<file path="src/rtl/mmap_pkg.sv">
package mmap_pkg;
  localparam int ROM_PG_W = 3;
  localparam int RAM_PG_W = 4;
  localparam int PAGE_W   = 1 + ROM_PG_W + RAM_PG_W;

  typedef struct packed {
    logic                ram_map;
    logic [ROM_PG_W-1:0] rom_pg;
    logic [RAM_PG_W-1:0] ram_pg;
  } page_t;

  typedef enum logic [1:0] {
    REG_LOW    = 2'd0,
    REG_MID    = 2'd1,
    REG_HIGH   = 2'd2,
    REG_COMMON = 2'd3
  } region_e;

  function automatic region_e region_of(input logic [15:0] a);
    return region_e'(a[15:14]);
  endfunction
endpackage

</file>
<file path="src/rtl/mmap_page_reg.sv">
module mmap_page_reg
  import mmap_pkg::*;
(
  input  logic              clk_i,
  input  logic              rst_ni,
  input  logic              we_i,
  input  logic [PAGE_W-1:0] wdata_i,
  output page_t             page_o
);
  page_t page_q;

  always_ff @(posedge clk_i or negedge rst_ni) begin
    if (!rst_ni)   page_q <= '0;
    else if (we_i) page_q <= page_t'(wdata_i);
  end

  assign page_o = page_q;
endmodule

</file>
<file path="src/rtl/mmap_rom_dec.sv">
module mmap_rom_dec
  import mmap_pkg::*;
(
  input  page_t               page_i,
  input  logic [15:0]         addr_i,
  input  logic                mreq_i,
  output logic                rom_sel_o,
  output logic                rom_paged_o,
  output logic [ROM_PG_W-1:0] rom_page_o
);
  logic in_rom;

  always_comb begin
    in_rom      = mreq_i && !page_i.ram_map && (region_of(addr_i) == REG_LOW);
    rom_sel_o   = in_rom;
    // bit 13 splits the fixed monitor from the paged slot
    rom_paged_o = in_rom && addr_i[13];
    rom_page_o  = rom_paged_o ? page_i.rom_pg : '0;
  end
endmodule

</file>
<file path="src/rtl/mmap_ram_dec.sv">
module mmap_ram_dec
  import mmap_pkg::*;
#(
  parameter int ROM_LIVE_PAGES = 2,
  parameter int RAM_LIVE_PAGES = 4,
  parameter int BANK_W         = 4
) (
  input  page_t              page_i,
  input  logic [15:0]        addr_i,
  input  logic               mreq_i,
  output logic               ram_sel_o,
  output logic [BANK_W-1:0]  ram_bank_o
);
  localparam int ROM_WIN = 2;  // 16K slots in the ROM-mode window
  localparam int RAM_WIN = 3;  // 16K slots in the RAM-mode window

  region_e rgn;
  int      pg;
  int      bank;
  logic    hit;

  always_comb begin
    rgn  = region_of(addr_i);
    pg   = int'(page_i.ram_pg);
    hit  = 1'b0;
    bank = 0;
    if (rgn == REG_COMMON) begin
      hit  = 1'b1;
      bank = 0;
    end else if (page_i.ram_map) begin
      hit  = pg < RAM_LIVE_PAGES;
      bank = RAM_WIN * pg + int'(rgn) + 1;
    end else if (rgn != REG_LOW) begin
      hit  = pg < ROM_LIVE_PAGES;
      bank = ROM_WIN * pg + int'(rgn);
    end
    ram_sel_o  = mreq_i && hit;
    ram_bank_o = ram_sel_o ? BANK_W'(bank) : '0;
  end
endmodule

</file>
<file path="src/rtl/mmap_decoder.sv">
module mmap_decoder
  import mmap_pkg::*;
#(
  parameter int ROM_LIVE_PAGES = 2,
  parameter int RAM_LIVE_PAGES = 4,
  parameter int BANK_W         = 4
) (
  input  logic              clk_i,
  input  logic              rst_ni,
  input  logic [15:0]       addr_i,
  input  logic              mreq_i,
  input  logic              page_we_i,
  input  logic [7:0]        page_wdata_i,
  output logic              rom_sel_o,
  output logic              rom_paged_o,
  output logic [2:0]        rom_page_o,
  output logic              ram_sel_o,
  output logic [BANK_W-1:0] ram_bank_o
);
  page_t page;

  mmap_page_reg u_page (
    .clk_i   (clk_i),
    .rst_ni  (rst_ni),
    .we_i    (page_we_i),
    .wdata_i (page_wdata_i),
    .page_o  (page)
  );

  mmap_rom_dec u_rom (
    .page_i      (page),
    .addr_i      (addr_i),
    .mreq_i      (mreq_i),
    .rom_sel_o   (rom_sel_o),
    .rom_paged_o (rom_paged_o),
    .rom_page_o  (rom_page_o)
  );

  mmap_ram_dec #(
    .ROM_LIVE_PAGES (ROM_LIVE_PAGES),
    .RAM_LIVE_PAGES (RAM_LIVE_PAGES),
    .BANK_W         (BANK_W)
  ) u_ram (
    .page_i     (page),
    .addr_i     (addr_i),
    .mreq_i     (mreq_i),
    .ram_sel_o  (ram_sel_o),
    .ram_bank_o (ram_bank_o)
  );
endmodule

</file>
<file path="config.mk">
export PLATFORM = sky130hd
export DESIGN_NAME = mmap_decoder
export DESIGN_NICKNAME = d
export VERILOG_FILES = /design/src/rtl/mmap_pkg.sv /design/src/rtl/mmap_page_reg.sv /design/src/rtl/mmap_rom_dec.sv /design/src/rtl/mmap_ram_dec.sv /design/src/rtl/mmap_decoder.sv
export SDC_FILE = /design/constraint.sdc
export NUM_CORES = 1
export LEC_CHECK = 0
export BUFFER_PORTS_ARGS = -buffer_cell sky130_fd_sc_hd__buf_2
export CORE_MARGIN = 2
export CORE_UTILIZATION = 37
export CTS_CLUSTER_DIAMETER = 120
export CTS_CLUSTER_SIZE = 8
export DETAILED_ROUTE_END_ITERATION = 16
export PLACE_DENSITY_LB_ADDON = 0.2
export SYNTH_ARGS = -nofsm -noshare
export SYNTH_HDL_FRONTEND = slang
export SYNTH_SLANG_ARGS = --single-unit
</file>
<file path="constraint.sdc">
create_clock -name clk_i -period 1.9 [get_ports clk_i]
set_clock_uncertainty 0.2 [all_clocks]
set_input_delay 0.095 -clock clk_i [delete_from_list [all_inputs] [get_ports clk_i]]
set_output_delay 0.095 -clock clk_i [all_outputs]
set_load 0.02 [all_outputs]
</file>
==> results of run 1 <==
==> cell type report <==
cell class                      instances  area [sq um]
Multi-Input combinational cell         51           513
Fill cell                             109           413
Timing Repair Buffer                   48           365
Sequential cell                         8           200
Inverter                                6          25.0
Clock buffer                            3          22.5
Tap cell                               16          20.0
==> worst max-delay path, stage by stage (launching register included) <==
cell     delay (ps)
dfrtp_1         390
fa_1            560
inv_2            50
fa_2            520
o22a_1          180
nor2_4           40
buf_6           120
==> layout by cell type (no fill, tap or decap), types with 2 or more instances in the layout <==
cell,count
dfrtp_1,8
ha_4,3
nand2_1,5
clkbuf_4,3
dlygate4sd3_1,12
xnor2_1,3
buf_6,6
and3_1,4
buf_4,11
buf_2,19
mux2_2,5
ha_1,4
nor2_4,2
o21ai_0,5
inv_1,3
inv_2,2
==> synth_stat cells (all sizes together), types with 2 or more instances <==
library cell	count
nor2	3
nor2b	2
o21ai	6
xnor2	3
dfrtp	8
and3	4
fa	2
a21oi	2
mux2	5
ha	7
nand2	5
inv	6
==> power breakdown <==
part / leakage [nW] / internal, W / total (W) / switching, W
clock: 0.0138 / 0.0000721 / 0.000127 / 0.0000546
sequential: 0.0949 / 0.000187 / 0.000201 / 0.0000136
combinational: 0.433 / 0.000178 / 0.000323 / 0.000145
==> timing repair <==
| item | in CTS | in global routing |
|---|---|---|
| buffers inserted | 3 | 1 |
| pin swaps | 8 | 5 |
| resized for setup | 15 | 9 |
| endpoints found under the hold margin | 16 | 0 |
| hold buffers | 12 | 0 |
| endpoints found under the setup margin | 4 | 5 |
==> per-stage QoR <==
stage / hold slack, ps / setup TNS (ps)
floorplan: -401 / -650
global placement: -258 / -840
detailed placement: -255 / -929
CTS: 11.7 / -1640
global route: 37.8 / -1870
finish: 21.9 / -1500
==> logic make-up after synthesis <==
kind of cell | after synthesis | share of synthesized area [%]
and+or+nand+nor | 20 | 17.1
DFF | 8 | 31.4
AOI/OAI and AO/OA | 13 | 12.8
xor gates and xnor gates | 3 | 4.13
adders and majority gates | 9 | 20.0
buffers and inverters | 7 | 4.12
muxes | 6 | 10.4
==> per-layer routing <==
layer,routed length (microns),vias up
li1,-,335
met1,741,322
met2,896,15
met3,54,4
met4,27,0
met5,0,-
==> worst max-delay path by stage <==
stage,from,to
2_1_floorplan,u_page.page_o[1]$_DFFE_PN0P_,ram_bank_o[1]
3_3_place_gp,u_page.page_o[1]$_DFFE_PN0P_,ram_bank_o[3]
3_5_place_dp,u_page.page_o[1]$_DFFE_PN0P_,ram_bank_o[1]
4_1_cts,u_page.page_o[0]$_DFFE_PN0P_,ram_bank_o[1]
5_1_grt,u_page.page_o[1]$_DFFE_PN0P_,ram_bank_o[2]
6_report,u_page.page_o[1]$_DFFE_PN0P_,ram_bank_o[1]
==> results by group, run 1 <==
Global route
  • First-pass GRT wire length: 2980 microns
  • M3 GR Usage: 3.17%
  • GRT Total Usage: 19.9%
  • Most Crowded Layer GR: met2
  • Met2 Resource Use GR: 36.1%
  • Initial antenna violation count: 0
  • GR Overflow Total: 0
  • Vias in the first global route: 726
  • Largest net degree at the start of global routing: 12
  • Met1 global-route usage: 23.6%

Timing
  • Worst-Margin Slew: 250 ps
  • Period utilization: 126%
  • Max Fclk: 418 MHz
  • Final setup vio count: 4
  • RSZ-0062 raised after global routing: true
  • Setup ws final: -490 ps
  • Final Max Tran Viols: 0
  • Final Hold Fails: 0
  • Post-layout min period: 2390 ps
  • Slew headroom: 82.8%

Clock network
  • Clk Tree Root Cell: clkbuf_4
  • CTS sink count: 8
  • Inserted Clock Buffers: 3
  • Clk_lat worst skew: 240 ps
  • Clk slew on worst S/H paths: 60 ps
  • Clk buf depth: 2
  • CTS tree: built
  • H-tree depth: 1

Detailed routing
  • ANT nets after route: 0
  • DR pass1 iterations: 2
  • Number of vias per cell: 5.12
  • DRC Markers: 0
  • DRC marker count from the first detailed-route iteration: 2
  • Average wire per standard cell: 13.0 microns
  • Final WL: 1720 microns
  • Via count of the routed design: 676

Power and ir drop
  • P_leak: 0.542 nW
  • VDD IR-drop max: 540 uV
  • P per Cell Area: 567 nW/um^2
  • Power, Total: 0.000650 W

Setup path
  • CP max FO: 2
  • Startpoint types: flop
  • Worst r2r path cells: 2
  • Reg-to-reg startpoint: u_page.page_o[1]$_DFFE_PN0P_
  • Setup crit end kind: primary output
  • Flop2flop setup slack: 740 ps
  • Crit Path Category: reg2out
  • Reg-to-Reg End: u_page.page_o[1]$_DFFE_PN0P_
  • Required time worst endpoint: 1600 ps
  • Critical Path AT: 2100 ps

Logic synthesis
  • Ys async rst share: 100%
  • Largest area contributor in the netlist: dfrtp_1
  • Seq/Total Area, Yosys: 31.4%
  • Number of synthesis warnings: 0
  • Synthesized flop and latch total: 8
  • Synth Flop Type: dfrtp_1
  • Syn avg cell area: 9.65 sq um
  • Syn Std Cell Area: 637 sq um
  • Synthesized instance count: 66
  • Post-synth EDFFs: 0
  • Post-synth cell types: 26
  • Post-synth top area share: 31.4%
  • Synth Net Count: 103
  • Top cells by area, synth: dfrtp_1 31%, ha_1 14%, mux2_2 8.8%

Cells and area
  • Area grow syn2layout: 80.0%
  • Largest register FFs: 8
  • Fin area: 1150 sq um
  • Finished Layout Cells: 132
  • Nets: 155
  • Post-Route Utilization: 73.5%
  • # diodes: 0
  • Share of post-route cells with drive strength above 1: 50.9%

Placement
  • HPWL after DPL: 1220 microns
  • RD Place Congestion: 0.801
  • Post-DP Area: 891 sq um
  • Cells after DPL: 113
  • DP Worst Slack: -342 ps
  • Port bufs: 24

Die
  • Core Region: 1560 sq um
  • Die ar.: 2070 sq um
  • Starting density of the core: 40.9%
  • IO Count: 38
  • Die W: 45.5 microns
  • Die height: 45.5 microns
  • FP Rows: 14

Status
  • Failing checks: setup timing
  • Status: finished with violations

Worst hold path
  • Hold WC Path Type: in2async

Run
  • Max_cap viols: 0
(Power assumes the default switching activity.)
==> inputs of run 2 (changes only) <==
==> constraint.sdc (replaced) <==
create_clock -name clk_i -period 1.9 [get_ports clk_i]
set_clock_uncertainty 0.2 [all_clocks]
set_input_delay 0.38 -clock clk_i [delete_from_list [all_inputs] [get_ports clk_i]]
set_output_delay 0.38 -clock clk_i [all_outputs]
set_load 0.02 [all_outputs]
==> run 2 against run 1 <==
Against the previous run: final cell count is 4.5% lower; combinational power is 5% higher; the flow still finishes with violations (setup timing); non-clock buffer count is 6 lower; worst setup slack worse by 300 ps; largest power group unchanged; first-iteration DRC count is 50% higher; wire length is 4.0% lower; maximum frequency is 11% lower; clock-buffer cell count stayed put; hold slack better by 120 ps; via count is 9.0% lower; sequential power hardly changed.
==> results by group, run 2 (same netlist as run 1, synthesis figures left out) <==
Global route
  • GR Overflow Total: 0 (unchanged)
  • First-pass GRT wire length: 2860 microns (-3.9%)
  • GRT Total Usage: 19.2% (-0.69 points)
  • Initial antenna violation count: 0 (unchanged)
  • Vias in the first global route: 666 (-8.3%)
  • Largest net degree at the start of global routing: 12 (unchanged)

Detailed routing
  • DRC Markers: 0 (unchanged)
  • Number of vias per cell: 4.88 (-4.7%)
  • DRC marker count from the first detailed-route iteration: 3 (+1)
  • Final WL: 1650 microns (-4.0%)
  • Via count of the routed design: 615 (-9.0%)
  • Average wire per standard cell: 13.1 microns (+0.56%)
  • DR pass1 iterations: 4 (+2)
  • ANT nets after route: 0 (unchanged)

Setup path
  • Critical path's largest stage delay: 490 ps (-70 ps)
  • Critical Path AT: 2110 ps (about the same)
  • Startpoint types: flop
  • CP Cell Sequence: fa_1 -> inv_1 -> fa_2 -> o22a_1 -> nor2_4 -> buf_6
  • Worst r2r path cells: 6 (+4)
  • Crit Path Category: reg2out
  • Buffers & Inverters on Critical Path: 2 (unchanged)
  • Reg-to-reg startpoint: u_page.page_o[2]$_DFFE_PN0P_
  • Crit path from: u_page.page_o[0]$_DFFE_PN0P_
  • Reg-to-Reg End: u_page.page_o[2]$_DFFE_PN0P_
  • Flop2flop setup slack: 540 ps (-200 ps)
  • Setup crit end kind: primary output
  • Critical Path Slowest Stage Cell: fa_1
  • Required time worst endpoint: 1320 ps (-280 ps)
  • CP delay by family, top: adder cells
  • CP max FO: 2 (unchanged)

Power and ir drop
  • VDD IR-drop max: 497 uV (-7.8%)
  • P per Cell Area: 597 nW/um^2 (+5.2%)
  • P_leak: 0.529 nW (-2.4%)
  • Power, Total: 0.000664 W (+2.1%)

Die
  • Die height: 45.5 microns (unchanged)
  • Core Region: 1560 sq um (unchanged)
  • Die W: 45.5 microns (unchanged)
  • Die ar.: 2070 sq um (unchanged)
  • IO Count: 38 (unchanged)
  • Starting density of the core: 40.9% (unchanged)
  • FP Rows: 14 (unchanged)

Timing
  • Post-layout min period: 2690 ps (+303 ps)
  • Setup ws final: -793 ps (-303 ps)
  • Period utilization: 142% (+16 points)
  • Slew headroom: 78.8% (-4.0 points)
  • Final Max Tran Viols: 0 (unchanged)
  • Worst-Margin Slew: 309 ps (+58.7 ps)
  • Final Hold Fails: 0 (unchanged)
  • RSZ-0062 raised after global routing: true
  • Final setup vio count: 5 (+1)
  • Max Fclk: 371 MHz (-11%)

Cells and area
  • Area of the multi-input gates: 534 sq um (+4.1%)
  • Reg area: 200 sq um (unchanged)
  • Commonest non-fill, non-tap cell in the layout: buf_4
  • Nets: 149 (-3.9%)
  • Fillers: 111 (+1.8%)
  • Area grow syn2layout: 74.7%
  • Share of post-route cells with drive strength above 1: 60.9% (+10 points)
  • # diodes: 0 (unchanged)
  • Largest register FFs: 8 (unchanged)
  • Most frequent cells in the layout: 18 x buf_4, 15 x buf_2, 8 x buf_6, 8 x dfrtp_1
  • Post-Route Utilization: 71.3% (-2.2 points)

Status
  • Failing checks: setup timing
  • Status: finished with violations

Worst hold path
  • Hold path cells: 3
  • Hold Startpoint: page_wdata_i[3]
  • Hold Path End: u_page.page_o[3]$_DFFE_PN0P_
  • Hold WC Path Type: in2reg

Clock network
  • CTS sink count: 8 (unchanged)
  • Clk buf depth: 2 (unchanged)
  • CTS tree: built
  • Clk slew on worst S/H paths: 50 ps (about the same)
  • Clk Tree Root Cell: clkbuf_4
  • Inserted Clock Buffers: 3 (unchanged)
  • H-tree depth: 1 (unchanged)
  • Clk_lat worst skew: 250 ps (about the same)

Placement
  • Port bufs: 24 (unchanged)
  • RD Place Congestion: 0.846 (+5.7%)
  • HPWL after DPL: 1260 microns (+2.8%)

Run
  • Max_cap viols: 0 (unchanged)
==> run 2: cell count changes in the layout (fill, tap and decap cells not counted), moves of 2 or more <==
cell,before,now
dlygate4sd3_1,12,1
buf_4,11,18
buf_2,19,15
and3_1,4,2
and3_4,0,2
buf_6,6,8
==> run 2: area by class of cell <==
type                       count  share of cell area (%)
timing repair buffer          42                    27.9
sequential                     8                    18.0
inverter                       6                    2.25
multi-input combinational     51                    48.0
tap                           16                    1.80
clock buffer                   3                    2.02
==> run 2: worst max path at each step <==
stage | endpoint | slack [ps] | cells after the start
floorplan | ram_bank_o[1] | -520 | 5
global placement | ram_bank_o[1] | -610 | 7
detailed placement | ram_bank_o[2] | -670 | 8
CTS | ram_bank_o[1] | -810 | 6
global route | ram_bank_o[3] | -900 | 6
finish | ram_bank_o[1] | -790 | 6
==> run 2: what timing repair did <==
action,4_1_cts,5_1_grt
buffers inserted,3,2
pin swaps,10,3
cloned,0,0
hold buffers,1,0
endpoints found under the setup margin,9,9
hold endpoints to repair,8,0
gates resized for setup,25,9
==> run 2: per-stage QoR <==
step | TNS [ps] | cell area (sq um) | instances | hold slack, ps | setup slack [ps]
finish | -2890 | 1110 | 126 | 138 | -793
global route | -3480 | 1110 | 126 | 150 | -902
global placement | -2070 | 936 | 119 | 25.9 | -606
detailed placement | -2250 | 936 | 119 | 29.5 | -668
floorplan | -1560 | 694 | 66 | -116 | -518
CTS | -3020 | 1070 | 125 | 125 | -814
==> run 2: power by group <==
group	total (W)	internal (W)	leakage, nW	switching (W)
Sequential	0.000198	0.000187	0.0949	0.0000106
Clock	0.000127	0.0000721	0.0138	0.0000546
Combinational	0.000339	0.000185	0.420	0.000154
==> run 2: metal layers <==
layer	wire length [microns]	global-route usage (%)	part of all wire, %	vias to the layer above
li1	-	-	-	325
met1	749	23.0	45	275
met2	851	33.8	52	15
met3	49	2.38	3.0	0
met4	0	8.82	0	0
met5	0	0	0	-
==> run 2: tightest hold or removal path: stages <==
cell	delay [ps]
buf_2	70
nand2_1	40
o21ai_0	60
